==> src/rtl/bsalu.sv <==
module bsalu #(
  parameter int WIDTH = 8
) (
  input  logic [WIDTH-1:0] a,
  input  logic [WIDTH-1:0] b,
  input  logic             cin,
  input  logic [4:0]       op,
  output logic [WIDTH-1:0] y,
  output logic             cout,
  output logic             zero
);
  localparam logic [3:0] F_ZERO = 4'b0000;
  localparam logic [3:0] F_AND  = 4'b1000;
  localparam logic [3:0] F_OR   = 4'b1110;
  localparam logic [3:0] F_XOR  = 4'b0110;
  localparam logic [3:0] F_XNOR = 4'b1001;
  localparam logic [3:0] F_X    = 4'b1100;
  localparam logic [3:0] F_Y    = 4'b1010;
  localparam logic [3:0] F_NX   = 4'b0011;
  localparam logic [3:0] F_NY   = 4'b0101;
  localparam logic [3:0] F_XNY  = 4'b0100;
  localparam logic [3:0] F_NXY  = 4'b0010;

  logic [3:0] pc, kc, rc;
  logic       c0, arith;
  logic [WIDTH-1:0] p, k;
  logic [WIDTH:0]   c;

  always_comb begin
    pc = F_ZERO; kc = F_ZERO; rc = F_XOR; c0 = 1'b0; arith = 1'b1;
    case (op)
      5'd0:  begin pc = F_XOR;  kc = F_AND; end
      5'd1:  begin pc = F_XOR;  kc = F_AND; c0 = cin; end
      5'd2:  begin pc = F_XNOR; kc = F_XNY; c0 = 1'b1; end
      5'd3:  begin pc = F_XNOR; kc = F_XNY; c0 = ~cin; end
      5'd4:  begin pc = F_XNOR; kc = F_NXY; c0 = 1'b1; end
      5'd5:  begin pc = F_XNOR; kc = F_NXY; c0 = ~cin; end
      5'd6:  begin pc = F_NX; c0 = 1'b1; end
      5'd7:  begin pc = F_NY; c0 = 1'b1; end
      5'd8:  begin pc = F_X;  c0 = 1'b1; end
      5'd9:  begin pc = F_Y;  c0 = 1'b1; end
      5'd10: begin pc = F_NX; kc = F_X; end
      5'd11: begin pc = F_NY; kc = F_Y; end
      5'd12: begin pc = F_AND;  rc = F_X; arith = 1'b0; end
      5'd13: begin pc = F_OR;   rc = F_X; arith = 1'b0; end
      5'd14: begin pc = F_XOR;  rc = F_X; arith = 1'b0; end
      5'd15: begin pc = F_NX;   rc = F_X; arith = 1'b0; end
      5'd16: begin pc = F_NY;   rc = F_X; arith = 1'b0; end
      5'd17: begin pc = F_X;    rc = F_X; arith = 1'b0; end
      5'd18: begin pc = F_Y;    rc = F_X; arith = 1'b0; end
      default: begin rc = F_ZERO; arith = 1'b0; end
    endcase
  end

  assign c[0] = c0;

  for (genvar i = 0; i < WIDTH; i++) begin : g_slice
    assign p[i]   = pc[{a[i], b[i]}];
    assign k[i]   = kc[{a[i], b[i]}];
    assign c[i+1] = p[i] ? c[i] : k[i];
    assign y[i]   = rc[{p[i], c[i]}];
  end

  assign cout = arith & c[WIDTH];
  assign zero = ~|y;
endmodule

==> config.mk <==
export PLATFORM = sky130hd
export DESIGN_NAME = bsalu
export DESIGN_NICKNAME = d
export VERILOG_FILES = /design/src/rtl/bsalu.sv
export SDC_FILE = /design/constraint.sdc
export NUM_CORES = 1
export LEC_CHECK = 0
export ABC_AREA = 1
export ABC_CLOCK_PERIOD_IN_PS = 4400
export BUFFER_PORTS_ARGS = -buffer_cell sky130_fd_sc_hd__buf_2
export CORE_MARGIN = 2
export CORE_UTILIZATION = 60
export DETAILED_ROUTE_END_ITERATION = 6
export PLACE_DENSITY = 0.91
export RECOVER_POWER = 25
export SLEW_MARGIN = 20
export SYNTH_ARGS = -nofsm -noshare
export SYNTH_HDL_FRONTEND = slang
export SYNTH_SLANG_ARGS = --single-unit
==> constraint.sdc <==
create_clock -name vclk -period 4.4
set_input_delay 0.22 -clock vclk [all_inputs]
set_output_delay 0.22 -clock vclk [all_outputs]
set_load 0.01 [all_outputs]
After elaboration in Yosys (flattened, before gate mapping)
Index checks and enable logic that the tools add are counted.
- equal/unequal tests: 18
- reduce and logical (&&, ||, !) cells: 16
- $lt $le $gt $ge: 16
- multiplexer cells: 61
- bitwise operators: 2
- operator list (operator ; count):
    1-bit binary-select mux with 2-bit select ; 24
    2-bit by 3-bit less-than comparator with 1-bit output, second input constant ; 16
    5-bit by 4-bit equality test with 1-bit output, second input constant ; 8
    1-bit 2-to-1 mux ; 33
    4-bit case mux with 8 select lines ; 1
    5-bit by 3-bit equality test with 1-bit output, second input constant ; 4
    4-bit case mux with 5 select lines ; 1
    5-bit equality test, second input constant ; 3
    12-bit OR reduction ; 1
    2-bit OR reduction ; 6
    5-bit by 2-bit equality test with 1-bit output, second input constant ; 2
    3-bit OR reduction ; 3
    4-bit case mux with 2 select lines ; 1
    8-bit OR reduction ; 1
    7-bit OR reduction ; 1
    6-bit OR reduction ; 1
    5-bit by 1-bit equality test with 1-bit output, second input constant ; 1
    5-bit logical NOT ; 1
    4-bit OR reduction ; 1
    1-bit case mux with 3 select lines ; 1
    1-bit AND ; 1
    1-bit logical NOT ; 1
    1-bit NOT ; 1
- flip-flop bits (word level): 0

Logic depth before layout (Yosys ltp)
- depth after elaboration: 16
- gate-level depth with buffers: 26
- gate-level depth less buffers: 26

Worst setup path after synthesis
Ideal clock, no wire load.
- path type: input -> output
- from: input op[3]
- to: output zero
- buffers on the path: 0
- path slack: 2.109 ns
- arrival time: 2.071 ns
- stages on the path: 23
- data required time: 4.180 ns
- cell sequence: nor2_1 nand2_1 nor2_1 nor2_4 nand3_2 inv_4 a21oi_1 o21ai_1 nand2_1 nand2_2 nand2_2 nand2_2 nand2_2 nand2_2 nand2_2 nand2_4 nand2_2 nand2_2 nand2_2 nand2_2 nand3_1 nand2_2 nor2_2
- longest elaborated chain between the ends: 16
- ends and longest elaborated chain (element ; RTL line ; text):
    from (decl) ; 7 ; input logic [4:0] op,
    5-bit by 3-bit equality test with 1-bit output (tied with other cells) ; 31 ; case (op)
    4-bit OR reduction (no line) (tied with other cells) ; n/a ;
    4-bit case mux with 8 select lines or 4-bit case mux with 5 select lines (tied branches) ; 31 ;
    1-bit binary-select mux with 2-bit select, on equally long branches ; 58, 59 ;
    1-bit 2-to-1 mux, on equally long branches ; 58, 59 ;
    1-bit 2-to-1 mux (7 in a row) ; 60 ; assign c[i+1] = p[i] ? c[i] : k[i];
    1-bit binary-select mux with 2-bit select (*) ; 61 ; assign y[i] = rc[{p[i], c[i]}];
    1-bit 2-to-1 mux (not written as such) (*) ; 61 ;
    via y[7] ; 8 ; output logic [WIDTH-1:0] y,
    8-bit OR reduction (*) ; 65 ; assign zero = ~|y;
    1-bit logical NOT (*) ; 65 ;
    to (decl) ; 10 ; output logic zero
The timed path passes the listed nets; every way through them passes the cells marked *. The select of a mux whose other input is x is not followed.

Final worst setup path
- from: input op[1]
- to: output zero
- longest elaborated chain between the ends: 16
- ends and longest elaborated chain (element ; RTL line):
    5-bit by 3-bit equality test with 1-bit output (tied with other cells) ; 31
    4-bit OR reduction (no line) (tied with other cells) ; n/a
    4-bit case mux with 8 select lines or 4-bit case mux with 5 select lines (tied branches) ; 31
    1-bit binary-select mux with 2-bit select, on equally long branches ; 58, 59
    1-bit 2-to-1 mux, on equally long branches ; 58, 59
    1-bit 2-to-1 mux (7 in a row) ; 60
    1-bit binary-select mux with 2-bit select ; 61
    1-bit 2-to-1 mux (not written as such) ; 61
    8-bit OR reduction (*) ; 65
    1-bit logical NOT (*) ; 65
Mark *: on every way between the ends. The rest lies on a longest branch, timed or not. The select of a mux whose other input is x is not followed.

==> key figures <==
Yosys
  • Yosys warns: 0
  • Register area share after synthesis: 0%
  • Syn Inst Count: 219
  • Netlist cell types: 25
  • Syn_area_per_cell: 4.999 um^2
  • Post-Syn Area: 0.001095 mm^2
  • Synthesized Nets: 241

Cells and area
  • Most common cell after layout, fill and taps aside: nand2_1
  • FF+latch area: 0 um^2
  • Layout cell share with drive strength beyond 1: 30.28%
  • Inserted Diodes: 0
  • Non-Filler Instances: 276
  • P&R area growth vs syn: 17.14%
  • Fin util: 74.28%
  • Sequential cells: 0
  • Fin nets: 275
  • Most frequent cells in the layout: nand2_1, buf_2, a21oi_1, inv_1, nor2_1
  • Clkbuf count: 0
  • Number of fillers in the final layout: 176

Floorplan
  • Die height: 46.72 um
  • Die W: 46.72 um
  • Core ar.: 0.001727 mm^2
  • I/O pins: 32
  • Initial Util: 63.41%
  • Row count: 15
  • Die area: 0.002182 mm^2

Placement
  • Post-DP HPWL: 2593 um
  • GPL Wtd Cong: 1.009
  • DP Cell Count: 276
  • PortBufs: 32

Route
  • DRT iter0 DRCs: 48
  • Vias/cell: 5.406
  • Vias: 1,492
  • Antenna Nets Post-Route: 0
  • Wirelength, routed: 3079 um
  • DR pass1 iterations: 4
  • # DRC: 0
  • WL per Instance: 11.16 um

Job
  • Max_cap viols: 0

Global routing
  • Initial antenna violation count: 0
  • Largest net degree at the start of global routing: 9
  • Number of global-route vias before repair: 1,211
  • Total track usage: 30.31%
  • GR Overflow Total: 0
  • First-pass GRT wire length: 5030 um

STA
  • Total negative slack: 0 ns
  • Slew of the pin with the lowest slew margin: 0.4047 ns
  • Final min period: 2.860 ns
  • Final setup vio count: 0
  • Final period util: 65.01%
  • Max Freq: 0.3496 GHz
  • Max-slew headroom: 73.02%
  • Fin. max-slew vios: 0
  • Unrepaired setup endpoints after global routing: false
  • Final Hold Fails: 0

Status
  • Status: completed

Worst setup path
  • WP data required: 4.18 ns
  • Worst setup path end: zero
  • CP endpoint kind: output pin
  • CP Launch Point: op[1]
  • Crit path DAT: 2.64 ns
  • Crit-path max FO: 8
  • Critical path class: input port to output pin
  • Worst Setup Start Kind: input port

Power
  • Peak supply drop: 0.07948 mV
  • LEAKAGE: 0.7362 nW
  • PD cells: 146.9 mW/mm^2

Clock network
  • Post-CTS setup buffers: 0
  • Resize count post-CTS: 0
  • Hold_buf cts: 0

Min path
  • Hold Crit Class: input port to output pin
synth_stat cells:
cell      number  area, um^2
a32oi_1        1       8.760
o21ai_2        1       8.760
and2_1         1       6.260
xnor2_1        2       17.52
nand2_2       22       137.6
nand3_1       21       105.1
a21oi_1       28       140.1
nor2_2         3       18.77
nand2_4        1       11.26
nor2_4         2       22.52
nand3_2        5       50.05
o211ai_1       1       7.510
inv_2          9       33.78
inv_1         28       105.1
o211ai_2       1       12.51
nand2_1       36       135.1
o21ai_1        4       20.02
o21ai_0       19       95.09
a31oi_1        2       12.51
nand4_1        5       31.28
a21oi_2        1       8.760
nand3b_1       1       7.510
nor3_1         2       10.01
inv_4          1       6.260
nor2_1        22       82.58
layer usage:
metal	track usage (%)	vias to the layer above	wire, um
met5	0	-	0
met3	1.176	2	158
met1	41.61	639	1442
met2	55.28	55	1468
li1	-	796	-
met4	1.111	0	9
power by group:
part | total [mW] | internal, mW | switching, mW | leakage (nW)
sequential | 0 | 0 | 0 | 0
clock | 0 | 0 | 0 | 0
combinational | 0.188 | 0.0683 | 0.120 | 0.736
total | 0.188 | 0.0683 | 0.120 | 0.736
worst min path at each step:
stage | from | to | slack, ns | cells after the start
floorplan | a[0] | y[0] | 0.69 | 3
global placement | a[0] | y[0] | 0.95 | 5
detailed placement | a[7] | cout | 0.95 | 6
CTS | a[0] | y[0] | 0.96 | 5
global route | a[0] | y[0] | 0.99 | 5
finish | a[0] | y[0] | 0.96 | 5
final cells by class:
type                       instances  area (um^2)  share of cell area [%]
inverter                          38        145.1                   11.32
timing repair buffer              32        158.9                   12.39
tap                               25        31.28                   2.439
multi-input combinational        181        947.2                   73.85
metrics by stage:
| stage | instance area [um^2] | power, mW | hold slack, ns | worst slack, ns |
|---|---|---|---|---|
| after floorplan | 1095 | 0.1326 | 0.6880 | 2.109 |
| after global placement | 1286 | 0.1851 | 0.9496 | 1.745 |
| after detailed placement | 1286 | 0.1876 | 0.9540 | 1.669 |
| after CTS | 1286 | 0.1880 | 0.9579 | 1.669 |
| after global routing | 1282 | 0.2124 | 0.9874 | 1.304 |
| final | 1282 | 0.1884 | 0.9605 | 1.540 |
logic make-up after synthesis:
kind of cell	after synthesis	synth area share, %
buf+inv	38	13.26
simple gates	121	56.46
xor+xnor	2	1.600
compound gates	58	28.69
critical path, stage by stage:
cell,delay (ns)
buf_2,0.14
nor2_1,0.29
nand2_1,0.15
nand2_2,0.11
nor2_2,0.05
nand2_1,0.26
nand2_1,0.09
nand3_1,0.11
nand3_2,0.08
nand2_2,0.09
nand2_2,0.05
nand2_2,0.07
nand2_2,0.06
nand2_2,0.06
nand2_2,0.06
nand2_2,0.07
nand2_4,0.06
nand2_2,0.06
nand2_2,0.07
nand2_2,0.06
nand2_2,0.07
nand3_1,0.09
nand2_2,0.07
nor2_2,0.07
buf_2,0.13
Power figures use the tool's default switching activity.
